==> src/rtl/sb_pkg.sv <==
package sb_pkg;

  localparam int SB_CNT_W = 3;

  typedef enum logic [3:0] {
    CL_ALU       = 4'd0,
    CL_ALU_SHREG = 4'd1,
    CL_MUL16     = 4'd2,
    CL_MAC16     = 4'd3,
    CL_MUL32     = 4'd4,
    CL_MUL32_FL  = 4'd5,
    CL_MUL64     = 4'd6,
    CL_MUL64_FL  = 4'd7,
    CL_LD_SHORT  = 4'd8,
    CL_LD_MULTI  = 4'd9,
    CL_STORE     = 4'd10
  } iclass_e;

  // Cycles until a dependent may issue.
  function automatic logic [SB_CNT_W-1:0] result_lat(input logic [3:0] c);
    case (c)
      CL_ALU_SHREG, CL_MUL16, CL_MAC16, CL_LD_SHORT: result_lat = 3'd2;
      CL_MUL32, CL_MUL32_FL, CL_LD_MULTI:            result_lat = 3'd3;
      CL_MUL64, CL_MUL64_FL:                         result_lat = 3'd4;
      CL_STORE:                                      result_lat = 3'd0;
      default:                                       result_lat = 3'd1;
    endcase
  endfunction

  // Cycles the execute stage stays occupied.
  function automatic logic [SB_CNT_W-1:0] exec_occ(input logic [3:0] c);
    case (c)
      CL_ALU_SHREG, CL_MAC16, CL_MUL32: exec_occ = 3'd2;
      CL_MUL64, CL_LD_MULTI:            exec_occ = 3'd3;
      CL_MUL32_FL:                      exec_occ = 3'd4;
      CL_MUL64_FL:                      exec_occ = 3'd5;
      default:                          exec_occ = 3'd1;
    endcase
  endfunction

  // Counter load value: remaining wait after the issue cycle.
  function automatic logic [SB_CNT_W-1:0] arm_value(input logic [SB_CNT_W-1:0] cycles);
    arm_value = (cycles == '0) ? '0 : cycles - 1'b1;
  endfunction

endpackage

==> src/rtl/sb_reg_timers.sv <==
module sb_reg_timers #(
  parameter int NREG  = 16,
  parameter int CNT_W = 3,
  localparam int IDX_W = $clog2(NREG)
) (
  input  logic             clk,
  input  logic             rst_n,
  input  logic             set0_en,
  input  logic [IDX_W-1:0] set0_idx,
  input  logic             set1_en,
  input  logic [IDX_W-1:0] set1_idx,
  input  logic [CNT_W-1:0] set_val,
  output logic [NREG-1:0]  busy
);

  for (genvar g = 0; g < NREG; g++) begin : g_reg
    logic [CNT_W-1:0] cnt;
    logic             hit;

    assign hit = (set0_en && (set0_idx == IDX_W'(g))) ||
                 (set1_en && (set1_idx == IDX_W'(g)));

    always_ff @(posedge clk) begin
      if (!rst_n)          cnt <= '0;
      else if (hit)        cnt <= set_val;
      else if (cnt != '0)  cnt <= cnt - 1'b1;
    end

    assign busy[g] = (cnt != '0);
  end

endmodule

==> src/rtl/sb_exec_timer.sv <==
module sb_exec_timer #(
  parameter int CNT_W = 3
) (
  input  logic             clk,
  input  logic             rst_n,
  input  logic             start,
  input  logic [CNT_W-1:0] load_val,
  output logic             busy
);

  logic [CNT_W-1:0] remain;

  always_ff @(posedge clk) begin
    if (!rst_n)            remain <= '0;
    else if (start)        remain <= load_val;
    else if (remain != '0) remain <= remain - 1'b1;
  end

  assign busy = (remain != '0);

endmodule

==> src/rtl/sb_hazard.sv <==
module sb_hazard #(
  parameter int NREG = 16,
  localparam int IDX_W = $clog2(NREG)
) (
  input  logic [NREG-1:0]  busy,
  input  logic             is_store,
  input  logic [IDX_W-1:0] src0_idx,
  input  logic             src0_en,
  input  logic [IDX_W-1:0] src1_idx,
  input  logic             src1_en,
  input  logic [IDX_W-1:0] dst0_idx,
  input  logic             dst0_en,
  input  logic [IDX_W-1:0] dst1_idx,
  input  logic             dst1_en,
  input  logic             fwd_valid,
  input  logic [IDX_W-1:0] fwd_idx0,
  input  logic             fwd_en0,
  input  logic [IDX_W-1:0] fwd_idx1,
  input  logic             fwd_en1,
  output logic             fwd_waive,
  output logic             raw_hit,
  output logic             waw_hit
);

  logic fwd_match;
  logic raw0, raw1;

  assign fwd_match = (fwd_en0 && (fwd_idx0 == src1_idx)) ||
                     (fwd_en1 && (fwd_idx1 == src1_idx));
  // Only the store-data operand may take the forwarded value.
  assign fwd_waive = is_store && src1_en && fwd_valid && fwd_match;

  assign raw0    = src0_en && busy[src0_idx];
  assign raw1    = src1_en && busy[src1_idx] && !fwd_waive;
  assign raw_hit = raw0 || raw1;

  assign waw_hit = !is_store &&
                   ((dst0_en && busy[dst0_idx]) || (dst1_en && busy[dst1_idx]));

endmodule

==> src/rtl/issue_scoreboard.sv <==
module issue_scoreboard #(
  parameter int NREG = 16,
  localparam int IDX_W = $clog2(NREG),
  localparam int CNT_W = sb_pkg::SB_CNT_W
) (
  input  logic             clk,
  input  logic             rst_n,
  input  logic             dec_valid,
  input  logic [3:0]       dec_class,
  input  logic [IDX_W-1:0] src0_idx,
  input  logic             src0_en,
  input  logic [IDX_W-1:0] src1_idx,
  input  logic             src1_en,
  input  logic [IDX_W-1:0] dst0_idx,
  input  logic             dst0_en,
  input  logic [IDX_W-1:0] dst1_idx,
  input  logic             dst1_en,
  output logic             stall,
  output logic             issue
);
  import sb_pkg::*;

  logic [NREG-1:0]  reg_busy;
  logic             ex_busy;
  logic             raw_hit;
  logic             waw_hit;
  logic             fwd_waive;
  logic             is_store;
  logic [CNT_W-1:0] lat_arm;
  logic [CNT_W-1:0] occ_arm;
  logic             mark0, mark1;

  logic             fwd_valid;
  logic [IDX_W-1:0] fwd_idx0, fwd_idx1;
  logic             fwd_en0, fwd_en1;

  assign is_store = (dec_class == CL_STORE);
  assign lat_arm  = arm_value(result_lat(dec_class));
  assign occ_arm  = arm_value(exec_occ(dec_class));

  sb_hazard #(.NREG(NREG)) u_hazard (
    .busy      (reg_busy),
    .is_store  (is_store),
    .src0_idx  (src0_idx),
    .src0_en   (src0_en),
    .src1_idx  (src1_idx),
    .src1_en   (src1_en),
    .dst0_idx  (dst0_idx),
    .dst0_en   (dst0_en),
    .dst1_idx  (dst1_idx),
    .dst1_en   (dst1_en),
    .fwd_valid (fwd_valid),
    .fwd_idx0  (fwd_idx0),
    .fwd_en0   (fwd_en0),
    .fwd_idx1  (fwd_idx1),
    .fwd_en1   (fwd_en1),
    .fwd_waive (fwd_waive),
    .raw_hit   (raw_hit),
    .waw_hit   (waw_hit)
  );

  assign stall = dec_valid && (ex_busy || raw_hit || waw_hit);
  assign issue = dec_valid && !stall;

  assign mark0 = issue && dst0_en && !is_store;
  assign mark1 = issue && dst1_en && !is_store;

  sb_reg_timers #(.NREG(NREG), .CNT_W(CNT_W)) u_regs (
    .clk      (clk),
    .rst_n    (rst_n),
    .set0_en  (mark0),
    .set0_idx (dst0_idx),
    .set1_en  (mark1),
    .set1_idx (dst1_idx),
    .set_val  (lat_arm),
    .busy     (reg_busy)
  );

  sb_exec_timer #(.CNT_W(CNT_W)) u_exec (
    .clk      (clk),
    .rst_n    (rst_n),
    .start    (issue),
    .load_val (occ_arm),
    .busy     (ex_busy)
  );

  // Remember the short load issued last cycle for store-data forwarding.
  always_ff @(posedge clk) begin
    if (!rst_n) begin
      fwd_valid <= 1'b0;
      fwd_en0   <= 1'b0;
      fwd_en1   <= 1'b0;
      fwd_idx0  <= '0;
      fwd_idx1  <= '0;
    end else begin
      fwd_valid <= issue && (dec_class == CL_LD_SHORT);
      fwd_en0   <= dst0_en;
      fwd_en1   <= dst1_en;
      fwd_idx0  <= dst0_idx;
      fwd_idx1  <= dst1_idx;
    end
  end

endmodule

==> config.mk <==
export PLATFORM = sky130hd
export DESIGN_NAME = issue_scoreboard
export DESIGN_NICKNAME = d
export VERILOG_FILES = /design/src/rtl/sb_pkg.sv /design/src/rtl/sb_reg_timers.sv /design/src/rtl/sb_exec_timer.sv /design/src/rtl/sb_hazard.sv /design/src/rtl/issue_scoreboard.sv
export SDC_FILE = /design/constraint.sdc
export NUM_CORES = 1
export LEC_CHECK = 0
export ABC_CLOCK_PERIOD_IN_PS = 4100
export BUFFER_PORTS_ARGS = -buffer_cell sky130_fd_sc_hd__buf_2
export CORE_UTILIZATION = 60
export DETAILED_ROUTE_END_ITERATION = 16
export PLACE_DENSITY = 0.79
export SYNTH_ARGS = -nofsm -noshare
export SYNTH_HDL_FRONTEND = slang
export SYNTH_HIERARCHICAL = 1
export SYNTH_SLANG_ARGS = --single-unit
==> constraint.sdc <==
create_clock -name clk -period 4.1 [get_ports clk]
set_input_delay 0.615 -clock clk [delete_from_list [all_inputs] [get_ports clk]]
set_output_delay 0.615 -clock clk [all_outputs]
set_load 0.02 [all_outputs]
==> impl_metrics.env <==
export IMPL_status="finished, final reports clean"
export IMPL_syn_area_sq_mm=0.004315
export IMPL_post_drt_wl_per_cell_um=15.64
export IMPL_grt_pass1_wl_mm=15.47
export IMPL_syn_to_final_growth_pct=11.25
export IMPL_hpwl_mm=6.705
export IMPL_synthDistinctLibCells=48
export IMPL_layout_drive_gt1_share_pct=22.24
export IMPL_rr_endpoint="u_regs/g_reg[3].cnt[2]"
export IMPL_clock_path_buffers=2
export IMPL_final_antenna_net_count=0
export IMPL_async_reset_ff_share_pct=0
export IMPL_hold_path_class="primary input to flop"
export IMPL_timing_fmax_mhz=255.1
export IMPL_slowest_stage="or4b_4"
export IMPL_vias=3629
export IMPL_cts_buffers=9
export IMPL_row_count=30
export IMPL_reg2reg_slack_ns=0.18
export IMPL_layout_setup_ws_ns=0.1802
export IMPL_worstSkewPairLatency_ns=0.35
export IMPL_finalCritPeriodShare_pct=95.61
export IMPL_fp_dieArea_sq_mm=0.007535
export IMPL_antenna_found_initial=0
export IMPL_holdPathStages=2
export IMPL_dp_slack_ns=0.1200
export IMPL_slew_viol_final=0
export IMPL_yosysMostFrequentCell="dfxtp_1"
export IMPL_synth_fp_nets=549
export IMPL_maxCapViolCount=0
export IMPL_finClkSkew_ns=0.01245
export IMPL_die_y_um=86.81
export IMPL_path_cells="inv_1, ha_1, nor2b_2, inv_1, mux4_2, mux2i_1, a21oi_1, o311ai_0, o31ai_1, or4b_4, nor3b_2, nor3b_4, a32oi_1, nand3_1, o21ai_0"
export IMPL_slew_headroom_pct=51.09
export IMPL_path_clk_slew_ns=0.08
export IMPL_cts_root_buf="clkbuf_8"
export IMPL_ir_drop_uv=377.3
export IMPL_drt_initial_drc_count=279
export IMPL_place_congestion=0.8670
export IMPL_setup_viol=0
export IMPL_die_x_um=86.81
export IMPL_grt_max_degree=34
export IMPL_track_usage_pct=26.73
export IMPL_hold_violations=0
export IMPL_dp_cells=597
export IMPL_p_total_uw=3636
export IMPL_cp_slowest_stage_delay_ns=0.63
export IMPL_initial_core_util_pct=62.82
export IMPL_viasPerCell=5.920
export IMPL_cp_required_ns=4.29
export IMPL_synthCells=486
export IMPL_ys_seq_area_share_pct=28.76
export IMPL_nets=575
export IMPL_htree_levels=3
export IMPL_final_cells=613
export IMPL_yosysWarnings=6
export IMPL_worst_path_most_repeated_cell="inv_1"
export IMPL_wirelength_mm=9.588
export IMPL_cts_num_sinks=62
export IMPL_drtPass1Iterations=5
export IMPL_syn_avg_cell_area_sq_um=8.879
export IMPL_reg2reg_from="u_regs/g_reg[14].cnt[0]"
export IMPL_synth_edf_count=0
export IMPL_worstMarginPinSlew_ns=0.7319
export IMPL_hold_end="fwd_en1"
export IMPL_num_antenna_cells=0
export IMPL_min_period_ns=3.920
export IMPL_synth_top_area_share_pct=28.76
export IMPL_grt_pass1_vias=3360
export IMPL_drc=0
export IMPL_crit_arrival_ns=4.11
export IMPL_netlist_top_cells_count="dfxtp_1 (62), inv_1 (54), o21ai_0 (50)"
export IMPL_cts_setup_buffers=0
export IMPL_cp_depth=15
export IMPL_power_density_mw_per_mm2=757.4
export IMPL_crit_family="simple AND/OR/NAND/NOR gates"
export IMPL_timing_worst_setup_path_type="flop to flop"
export IMPL_synth_largest_area_cell="dfxtp_1"
export IMPL_synth_seq_cells=62
export IMPL_cp_max_fo=6
export IMPL_worstHoldStart="dst1_en"
export IMPL_ff2ff_path_depth=15
export IMPL_core_area_sq_mm=0.006869
export IMPL_io_pins=29
export IMPL_end_kind="flop"
export IMPL_synth_ff_type="dfxtp_1"
export IMPL_cp_start_kind="flop"
export IMPL_path_buf_inv=2
export IMPL_p_leak_uw=0.002010
export IMPL_synth_area_leaders="dfxtp_1 (29%), ha_1 (10%), mux4_2 (6.3%)"
export IMPL_portBuffers=28
export IMPL_postCtsHoldBufs=0
export IMPL_cts_tree="yes"
export IMPL_overflow=0
==> routing by layer <==
layer	GRT usage, %	up-vias	part of all wire, %
li1	-	1759	-
met1	33.85	1728	44
met2	45.03	121	48
met3	4.857	21	5.5
met4	10.61	0	2.4
met5	0	-	0
==> cells by family (layout without fill, tap and decap cells) <==
| group | Yosys count | in the layout | synth area share, % |
|---|---|---|---|
| compound gates | 93 | 93 | 13.95 |
| fa+ha+maj | 36 | 36 | 10.44 |
| buf+inv | 69 | 100 | 6.320 |
| simple gates | 160 | 160 | 20.56 |
| mux | 40 | 40 | 14.70 |
| flops | 62 | 62 | 28.76 |
| xor+xnor | 26 | 26 | 5.277 |
==> placed cells by master (no fill, tap or decap), drive strengths merged, types with 5 or more instances in the layout <==
| cell type | instances |
|---|---|
| mux2 | 15 |
| nand3 | 35 |
| and2 | 12 |
| mux4 | 16 |
| nand2 | 22 |
| buf | 30 |
| nor3b | 5 |
| mux2i | 9 |
| a22oi | 13 |
| o21ai | 50 |
| dfxtp | 62 |
| inv | 54 |
| and3b | 5 |
| nor2 | 36 |
| a31o | 16 |
| ha | 36 |
| clkbuf | 10 |
| xor2 | 6 |
| xnor2 | 20 |
| nor2b | 26 |
==> sequential cells by signal (all words and copies together) (netlist names) <==
register and count:
u_regs/g.cnt 48, fwd_idx1 4, fwd_idx0 4, fwd_en1 1, fwd_en0 1, u_exec/remain 3
fwd_valid 1
==> how the worst max path moves through the flow <==
stage	start	endpoint	slack [ns]
3_3_place_gp	u_regs/g_reg[12].cnt[0]	u_regs/g_reg[3].cnt[1]	0.20
2_1_floorplan	u_regs/g_reg[15].cnt[0]	u_regs/g_reg[3].cnt[1]	0.64
3_5_place_dp	u_regs/g_reg[12].cnt[0]	u_regs/g_reg[3].cnt[1]	0.12
5_1_grt	u_regs/g_reg[11].cnt[0]	u_regs/g_reg[3].cnt[2]	-0.04
6_report	u_regs/g_reg[14].cnt[0]	u_regs/g_reg[3].cnt[2]	0.18
4_1_cts	u_regs/g_reg[12].cnt[0]	issue	0.01
==> per-stage QoR <==
step                util, %  cell area, sq um  setup TNS [ns]  hold WS, ns
finish                69.89              4801               0       0.5102
global placement      65.81              4521               0       0.5722
global route          69.89              4801        -0.07839       0.5151
detailed placement    65.81              4521               0       0.5860
CTS                   68.74              4722               0       0.5026
floorplan                 -              4315               0       0.5592
==> worst register-to-register path: stages, from the launching register on <==
cell and delay, ns:
dfxtp_1 0.33, inv_1 0.08, ha_1 0.16, nor2b_2 0.21
inv_1 0.12, mux4_2 0.49, mux2i_1 0.20, a21oi_1 0.11
o311ai_0 0.11, o31ai_1 0.16, or4b_4 0.63, nor3b_2 0.32
nor3b_4 0.34, a32oi_1 0.25, nand3_1 0.14, o21ai_0 0.11
==> area by class of cell <==
type | count | area, sq um
inverters | 54 | 206.4
flip-flops and latches | 62 | 1241
repair buffers | 30 | 155.1
clock buffers | 10 | 127.6
multi-input cells | 355 | 2879
well taps | 96 | 120.1
fillers | 526 | 2068
clock inverters | 6 | 71.32
==> where the power goes <==
group / total (uW) / switching (uW) / leakage [uW] / internal, uW
Clock: 545 / 261 / 0.0000931 / 285
Sequential: 997 / 156 / 0.000514 / 841
Combinational: 2090 / 1010 / 0.00140 / 1080
==> what timing repair did <==
action / 4_1_cts / 5_1_grt
gates cloned: 0 / 0
setup endpoints to repair: 2 / 49
resized for setup: 1 / 23
(Power assumes the default switching activity.)
